===== src/rtl/ecc_inject_match.sv =====
module ecc_inject_match #(
  parameter int DATA_W = 64,
  parameter int CHK_W  = 8,
  parameter int CTL_W  = 8
) (
  input  logic              clk,
  input  logic              rst_n,
  input  logic              cfg_we,
  input  logic [2:0]        cfg_addr,
  input  logic [31:0]       cfg_wdata,
  input  logic              in_valid,
  input  logic [17:0]       in_row,
  input  logic [9:0]        in_col,
  input  logic [1:0]        in_bank,
  input  logic [1:0]        in_grp,
  input  logic [1:0]        in_rank,
  input  logic [2:0]        in_lrank,
  input  logic              in_ch,
  input  logic [DATA_W-1:0] in_data,
  input  logic [CHK_W-1:0]  in_chk,
  output logic              out_valid,
  output logic [DATA_W-1:0] out_data,
  output logic [CHK_W-1:0]  out_chk,
  output logic              out_hit
);
  localparam logic [2:0] IDX_TGT_A = 3'd0;
  localparam logic [2:0] IDX_TGT_B = 3'd1;
  localparam logic [2:0] IDX_CTL0  = 3'd2;
  localparam logic [2:0] IDX_PAT0  = 3'd3;
  localparam logic [2:0] IDX_CTL1  = 3'd4;
  localparam logic [2:0] IDX_PAT1  = 3'd5;

  logic [17:0]      t_row;
  logic [9:0]       t_col;
  logic [1:0]       t_bank;
  logic [1:0]       t_grp;
  logic [1:0]       t_rank;
  logic [2:0]       t_lrank;
  logic             t_ch;
  logic             t_mode;
  logic             t_en;
  logic [CTL_W-1:0] flip_ctl [2];
  logic [CHK_W-1:0] flip_pat [2];

  logic             coord_eq;
  logic             armed;
  logic [CHK_W-1:0] sel_pat;
  logic             inject;
  logic             unused_cfg;

  assign unused_cfg = ^cfg_wdata[31:9];

  assign coord_eq = (in_row == t_row) && (in_col == t_col) &&
                    (in_bank == t_bank) && (in_grp == t_grp) &&
                    (in_rank == t_rank) && (in_lrank == t_lrank) &&
                    (in_ch == t_ch);
  assign armed    = &flip_ctl[in_ch];
  assign sel_pat  = flip_pat[in_ch];
  assign inject   = in_valid && t_en && coord_eq && armed && (sel_pat != '0);

  always_ff @(posedge clk) begin
    if (!rst_n) begin
      t_row   <= '0;
      t_col   <= '0;
      t_bank  <= '0;
      t_grp   <= '0;
      t_rank  <= '0;
      t_lrank <= '0;
      t_ch    <= 1'b0;
      t_mode  <= 1'b0;
      t_en    <= 1'b0;
      for (int i = 0; i < 2; i++) begin
        flip_ctl[i] <= '0;
        flip_pat[i] <= '0;
      end
    end else begin
      if (inject && !t_mode) t_en <= 1'b0;
      if (cfg_we) begin
        case (cfg_addr)
          IDX_TGT_A: begin
            t_row  <= cfg_wdata[17:0];
            t_col  <= cfg_wdata[27:18];
            t_bank <= cfg_wdata[29:28];
            t_grp  <= cfg_wdata[31:30];
          end
          IDX_TGT_B: begin
            t_rank  <= cfg_wdata[1:0];
            t_lrank <= cfg_wdata[4:2];
            t_ch    <= cfg_wdata[5];
            t_mode  <= cfg_wdata[6];
            t_en    <= cfg_wdata[8];
          end
          IDX_CTL0: flip_ctl[0] <= cfg_wdata[CTL_W-1:0];
          IDX_PAT0: flip_pat[0] <= cfg_wdata[CHK_W-1:0];
          IDX_CTL1: flip_ctl[1] <= cfg_wdata[CTL_W-1:0];
          IDX_PAT1: flip_pat[1] <= cfg_wdata[CHK_W-1:0];
          default: ;
        endcase
      end
    end
  end

  always_ff @(posedge clk) begin
    if (!rst_n) begin
      out_valid <= 1'b0;
      out_data  <= '0;
      out_chk   <= '0;
      out_hit   <= 1'b0;
    end else begin
      out_valid <= in_valid;
      out_data  <= in_data;
      out_chk   <= in_chk ^ (inject ? sel_pat : '0);
      out_hit   <= inject;
    end
  end

  assert_valid_follow_R9: assert property (@(posedge clk) disable iff (!rst_n)
    in_valid |=> out_valid);
  assert_idle_quiet_R9: assert property (@(posedge clk) disable iff (!rst_n)
    !in_valid |=> (!out_valid && !out_hit));
  assert_data_kept_R9: assert property (@(posedge clk) disable iff (!rst_n)
    in_valid |=> (out_data == $past(in_data)));
  assert_hit_alters_R7: assert property (@(posedge clk) disable iff (!rst_n)
    out_hit |-> (out_chk != $past(in_chk)));
  assert_clean_pass_R4: assert property (@(posedge clk) disable iff (!rst_n)
    (out_valid && !out_hit) |-> (out_chk == $past(in_chk)));
  assert_disabled_no_hit_R3: assert property (@(posedge clk) disable iff (!rst_n)
    (in_valid && !t_en) |=> !out_hit);
  assert_single_shot_R8: assert property (@(posedge clk) disable iff (!rst_n)
    (inject && !t_mode && !(cfg_we && cfg_addr == IDX_TGT_B)) |=> !t_en);
endmodule


===== config.mk =====
export PLATFORM = sky130hd
export DESIGN_NAME = ecc_inject_match
export DESIGN_NICKNAME = d
export VERILOG_FILES = /design/src/rtl/ecc_inject_match.sv
export SDC_FILE = /design/constraint.sdc
export NUM_CORES = 1
export LEC_CHECK = 0
export ABC_CLOCK_PERIOD_IN_PS = 1900
export BUFFER_PORTS_ARGS = -buffer_cell sky130_fd_sc_hd__buf_2
export CORE_UTILIZATION = 26
export CTS_CLUSTER_DIAMETER = 150
export CTS_CLUSTER_SIZE = 24
export DETAILED_ROUTE_END_ITERATION = 12
export PLACE_DENSITY = 0.51
export SETUP_SLACK_MARGIN = 0.15
export SYNTH_ARGS = -nofsm -noshare
export SYNTH_HDL_FRONTEND = slang
export SYNTH_SLANG_ARGS = --single-unit

===== constraint.sdc =====
create_clock -name clk -period 1.9 [get_ports clk]
set_input_delay 0.38 -clock clk [delete_from_list [all_inputs] [get_ports clk]]
set_output_delay 0.38 -clock clk [all_outputs]
set_load 0.05 [all_outputs]

==> Word level (Yosys, flattened, before mapping) <==
Memory sizes are Yosys's and may differ from the RTL's.
Index checks and enable logic that the tools add are counted.
{ "classes": {"mux": 25, "n_bitwise": 5, "n_eq_ne": 12, "n_reduce_logical": 17} }
{ "op_table": {"columns": ["op", "count"], "rows": [
  ["$mux 8", 5],
  ["$mux 1", 20],
  ["$eq 18x18->1", 1],
  ["$logic_and 1x1->1", 11],
  ["$eq 10x10->1", 1],
  ["$reduce_and 8->1", 1],
  ["$reduce_bool 8->1", 1],
  ["$xor 8x8->8", 1],
  ["$eq 2x2->1", 3],
  ["$eq 3x2->1 const B", 2],
  ["$eq 3x3->1 const B", 2],
  ["$or 1x1->1", 4],
  ["$reduce_and 2->1", 2],
  ["$eq 3x1->1 const B", 1],
  ["$eq 3x3->1", 1],
  ["$logic_not 3->1", 1],
  ["$eq 1x1->1", 1],
  ["$logic_not 1->1", 1]
]} }
{ "word_totals": {"reg_bits": 114, "out_inout_bits": 74, "ram_bits": 32, "in_bits": 149, "elab_cells": 74, "n_memories": 2} }
{ "memory_table": {"columns": ["name", "depth", "width", "rd", "rd_clocked_by_memory_dff", "wr", "line_no", "text"], "rows": [
  ["flip_ctl", 2, 8, 1, 0, 2, "42", "logic [CTL_W-1:0] flip_ctl [2];"],
  ["flip_pat", 2, 8, 1, 0, 2, "43", "logic [CHK_W-1:0] flip_pat [2];"]
]} }

==> Longest topological paths before layout <==
{ "depth": {"word_depth": 14, "mapped_depth": 7, "depth_no_buf": 6} }

==> Worst setup path before layout <==
Ideal clock, no wire load.
{ "synth_path": {"kind": "input -> register", "startpoint": "input port in_row[9]", "endpoint": "register out_chk[6]", "setup_ns": 0.070, "t_required_ns": 1.830, "t_arrival_ns": 1.958, "cell_stages": 7, "n_path_buf": 1, "setup_slack_ns": -0.128, "path_cell_list": "and2b_1 a2111o_1 nor4_2 o2111ai_2 buf_6 or3_1 a21oi_1"} }
{ "synth_via": {"elab_chain_len": 12} }
{ "synth_rtl": {"columns": ["element", "line_no", "text"], "rows": [
  ["start, declared", "12", "input logic [17:0] in_row,"],
  ["$eq 18x18->1", "53", "assign coord_eq = (in_row == t_row) && (in_col == t_col) &&"],
  ["$logic_and 1x1->1 (2 in a row)", "53", null],
  ["$logic_and 1x1->1 (2 in a row)", "54", "(in_bank == t_bank) && (in_grp == t_grp) &&"],
  ["$logic_and 1x1->1 (2 in a row)", "55", "(in_rank == t_rank) && (in_lrank == t_lrank) &&"],
  ["$logic_and 1x1->1 (3 in a row)", "59", "assign inject = in_valid && t_en && coord_eq && armed && (sel_pat != '0);"],
  ["$mux 8", "112", "out_chk <= in_chk ^ (inject ? sel_pat : '0);"],
  ["$xor 8x8->8", "112", null],
  ["end signal, assigned", "112", null],
  ["end, declared", "23", "output logic [CHK_W-1:0] out_chk,"]
]} }
No other way between the ends.
A chain may end at the register's enable or synchronous reset.

==> Worst setup path after layout <==
{ "layout_path": {"startpoint": "register t_row[9]", "endpoint": "register out_chk[2]"} }
{ "layout_via": {"elab_chain_len": 12} }
{ "layout_rtl": {"columns": ["element", "line_no", "text"], "rows": [
  ["start, declared", "33", "logic [17:0] t_row;"],
  ["start signal, assigned", "81", "t_row <= cfg_wdata[17:0];"],
  ["$eq 18x18->1", "53", null],
  ["$logic_and 1x1->1 (2 in a row)", "53", null],
  ["$logic_and 1x1->1 (2 in a row)", "54", null],
  ["$logic_and 1x1->1 (2 in a row)", "55", null],
  ["$logic_and 1x1->1 (3 in a row)", "59", null],
  ["$mux 8", "112", null],
  ["$xor 8x8->8", "112", null]
]} }
No other way between the ends.

==> metrics <==
pwr dens=1030 nW/um^2; VDD IR max=0.000613 V; FF-to-FF setup slack=-0.13 ns; Logic pwr share=10.9%; most common cell after layout, fill and taps aside=buf_2; critical path's largest stage delay=0.41 ns; routed vias=4098; global-route wire length before repair=20700 um; Critical Path RT=2.24 ns; All-Layer GR Usage=13.6%; row count=51; GRT met1 Usage=16.3%; post-synthesis cell type count=29; Routed Antenna Nets=0; register area share after synthesis=62.7%; Critical Path End=out_chk[2]; failing checks=negative setup slack; CP startpoint kind=flip-flop; io pins=223; clk_lat worst skew=0.41 ns; Netlist Area Pre-Place=5170 um^2; r2r worst-path depth=7; Worst Path Max Fanout=8; Placer Congestion=0.730; Lkg Pwr=3.14 nW; post-DR vias/cell=4.10; CP max stage cell=a2111o_1; RR Endpoint=out_chk[2]; syn avg cell area=10.7 um^2; vias in the first global route=4110; Worst slew margin=60.1%; # setup viols final=10; Post-DP Area=6670 um^2; Hold WS=0.164 ns; CTS Buf Count=17; Worst Path Arrival=2.38 ns; RSZ-0062 raised after global routing=true; # hold bufs at CTS=0; Layout Skew=0.00859 ns; grt peak-use layer=met2; Core Region=19500 um^2; final hold vios=0; met2 Usage GRT=22.2%; Max-Cap Viols=0; design area=7400 um^2; worst slew pin tran=0.599 ns; Mapped Cells=485; Ys Warns=0; Final Max Tran Viols=0; Residual DRC=0; Tightest Hold Check Type=in -> reg; Fmax=492 MHz; die width=143 um; DR WL/cell=13.6 um; hold depth=2; crit end category=flip-flop; FILL cells=2038; clock slew at reported path FFs=0.07 ns; final worst-path setup slack=-0.133 ns; Net Count, Synth=634; status=complete, but fails checks; fin crit period=2.03 ns; input/output buffers=222; Clk network pwr share=45.2%; Reg power frac=43.9%; Total Wirelength=13600 um; most frequent cells in the layout=buf_2 (223), dfxtp_1 (111), and2_1 (82); Die Span Y=143 um; CP cell instances=nor2b_4, a2111o_1, nor4_4, o2111ai_4, buf_6, or3_4, a21oi_2; Total Power=0.00766 W; First DRT Iteration DRCs=131; crit path kind=reg -> reg; Worst R2R Start=t_row[9]; Clock Tree Root=clkbuf_16; share of layout cells above drive strength 1=39.8%; First-pass DRT Iterations=4; CP Launch Point=t_row[9]; Post-synth EDFFs=32; Seq cells post-synth=146; GR Overflow Total=0; Starting Density=26.6%; largest net degree at the start of global routing=49; htree depth=4; crit share post-route=107%; initial antenna violation count=1; Die Area=20500 um^2; Pint=0.00572 W; HPWL Detailed=9920 um; post-layout util=38.0%; Post-CTS Setup Bufs=0; switching fraction of total power=25.3%; Diodes inserted=0; GR met3 Demand/Resource=5.37%; CTS tree=done; Layout area overhead=43.1%; Layout Nets=870; Sink Count=146; Clock Tree Buf Depth=2; ys flop type=dfxtp_1; switching component of the power=0.00194 W; Synth async-reset ratio=0%
==> state kept, by name, summed over array words and instances (netlist names), 2 cells and up <==
signal,count
flip_ctl,16
flip_pat,16
out_chk,8
out_data,64
t_bank,2
t_col,10
t_grp,2
t_lrank,3
t_rank,2
t_row,18
==> through the flow <==
stage	setup TNS [ns]	worst slack (ns)	std cells
after floorplan	0	0.0296	485
after global placement	-2.69	-0.298	966
after detailed placement	-3.38	-0.367	966
after CTS	-0.977	-0.119	998
after global routing	-2.08	-0.222	999
final	-1.01	-0.133	999
==> power by group through the flow <==
stage / clock (W) / combinational [W] / sequential, W
floorplan: 0 / 0.000207 / 0.00372
global placement: 0 / 0.000829 / 0.00343
detailed placement: 0 / 0.000830 / 0.00343
CTS: 0.00356 / 0.000835 / 0.00337
global route: 0.00371 / 0.000898 / 0.00338
finish: 0.00346 / 0.000834 / 0.00337
==> critical path: cells and delay by family, from the launching register on <==
kind,cells,cell delay [ns]
buffers and inverters,1,0.18
and+or+nand+nor,3,0.71
DFF,1,0.33
AOI/OAI and AO/OA,3,0.75
==> cells in the mapped netlist, drive strengths merged, types with 5 or more instances <==
cell type / instances / share of area (%)
or3: 10 / 1.2
o21ai: 12 / 1.2
nor4: 5 / 0.73
xnor2: 34 / 5.8
nand4: 11 / 1.3
clkbuf: 21 / 1.5
nand2: 80 / 5.8
and2: 82 / 9.9
mux2i: 9 / 1.7
dfxtp: 114 / 44
a21oi: 47 / 4.5
nor3: 5 / 0.48
edfxtp: 32 / 19
==> how the worst min path moves through the flow <==
stage	start	endpoint	slack, ns
after detailed placement	t_row[17]	t_row[17]	0.45
after global routing	in_data[36]	out_data[36]	0.14
after global placement	t_mode	t_mode	0.45
after CTS	in_data[38]	out_data[38]	0.14
after floorplan	t_row[17]	t_row[17]	0.44
final	in_data[38]	out_data[38]	0.16
==> cells by family after synthesis <==
| kind of cell | synth area share [%] |
|---|---|
| compound gates | 6.84 |
| flops | 62.7 |
| simple gates | 20.7 |
| buf+inv | 1.96 |
| mux | 1.74 |
| xor+xnor | 6.09 |
==> repair_timing <==
action	CTS	global route
gates cloned	0	1
setup endpoints to repair	10	10
resized for setup	7	15
pin swaps	1	5
hold endpoints to repair	0	0
==> area by class of cell <==
class	count	area, um^2	share of cell area, %
clock buffer	20	478	6.45
multi-input combinational	314	1940	26.2
sequential	146	3250	43.8
clock inverter	12	141	1.91
tap	265	332	4.48
inverter	3	11.3	0.152
timing repair buffer	239	1250	16.9
==> layer usage <==
| metal | vias to the layer above | routed length (um) |
|---|---|---|
| met2 | 141 | 6410 |
| li1 | 2091 | - |
| met3 | 16 | 1030 |
| met4 | 2 | 163 |
| met1 | 1848 | 6000 |
| met5 | - | 13 |
No activity file was read; power rests on OpenSTA's default activity.
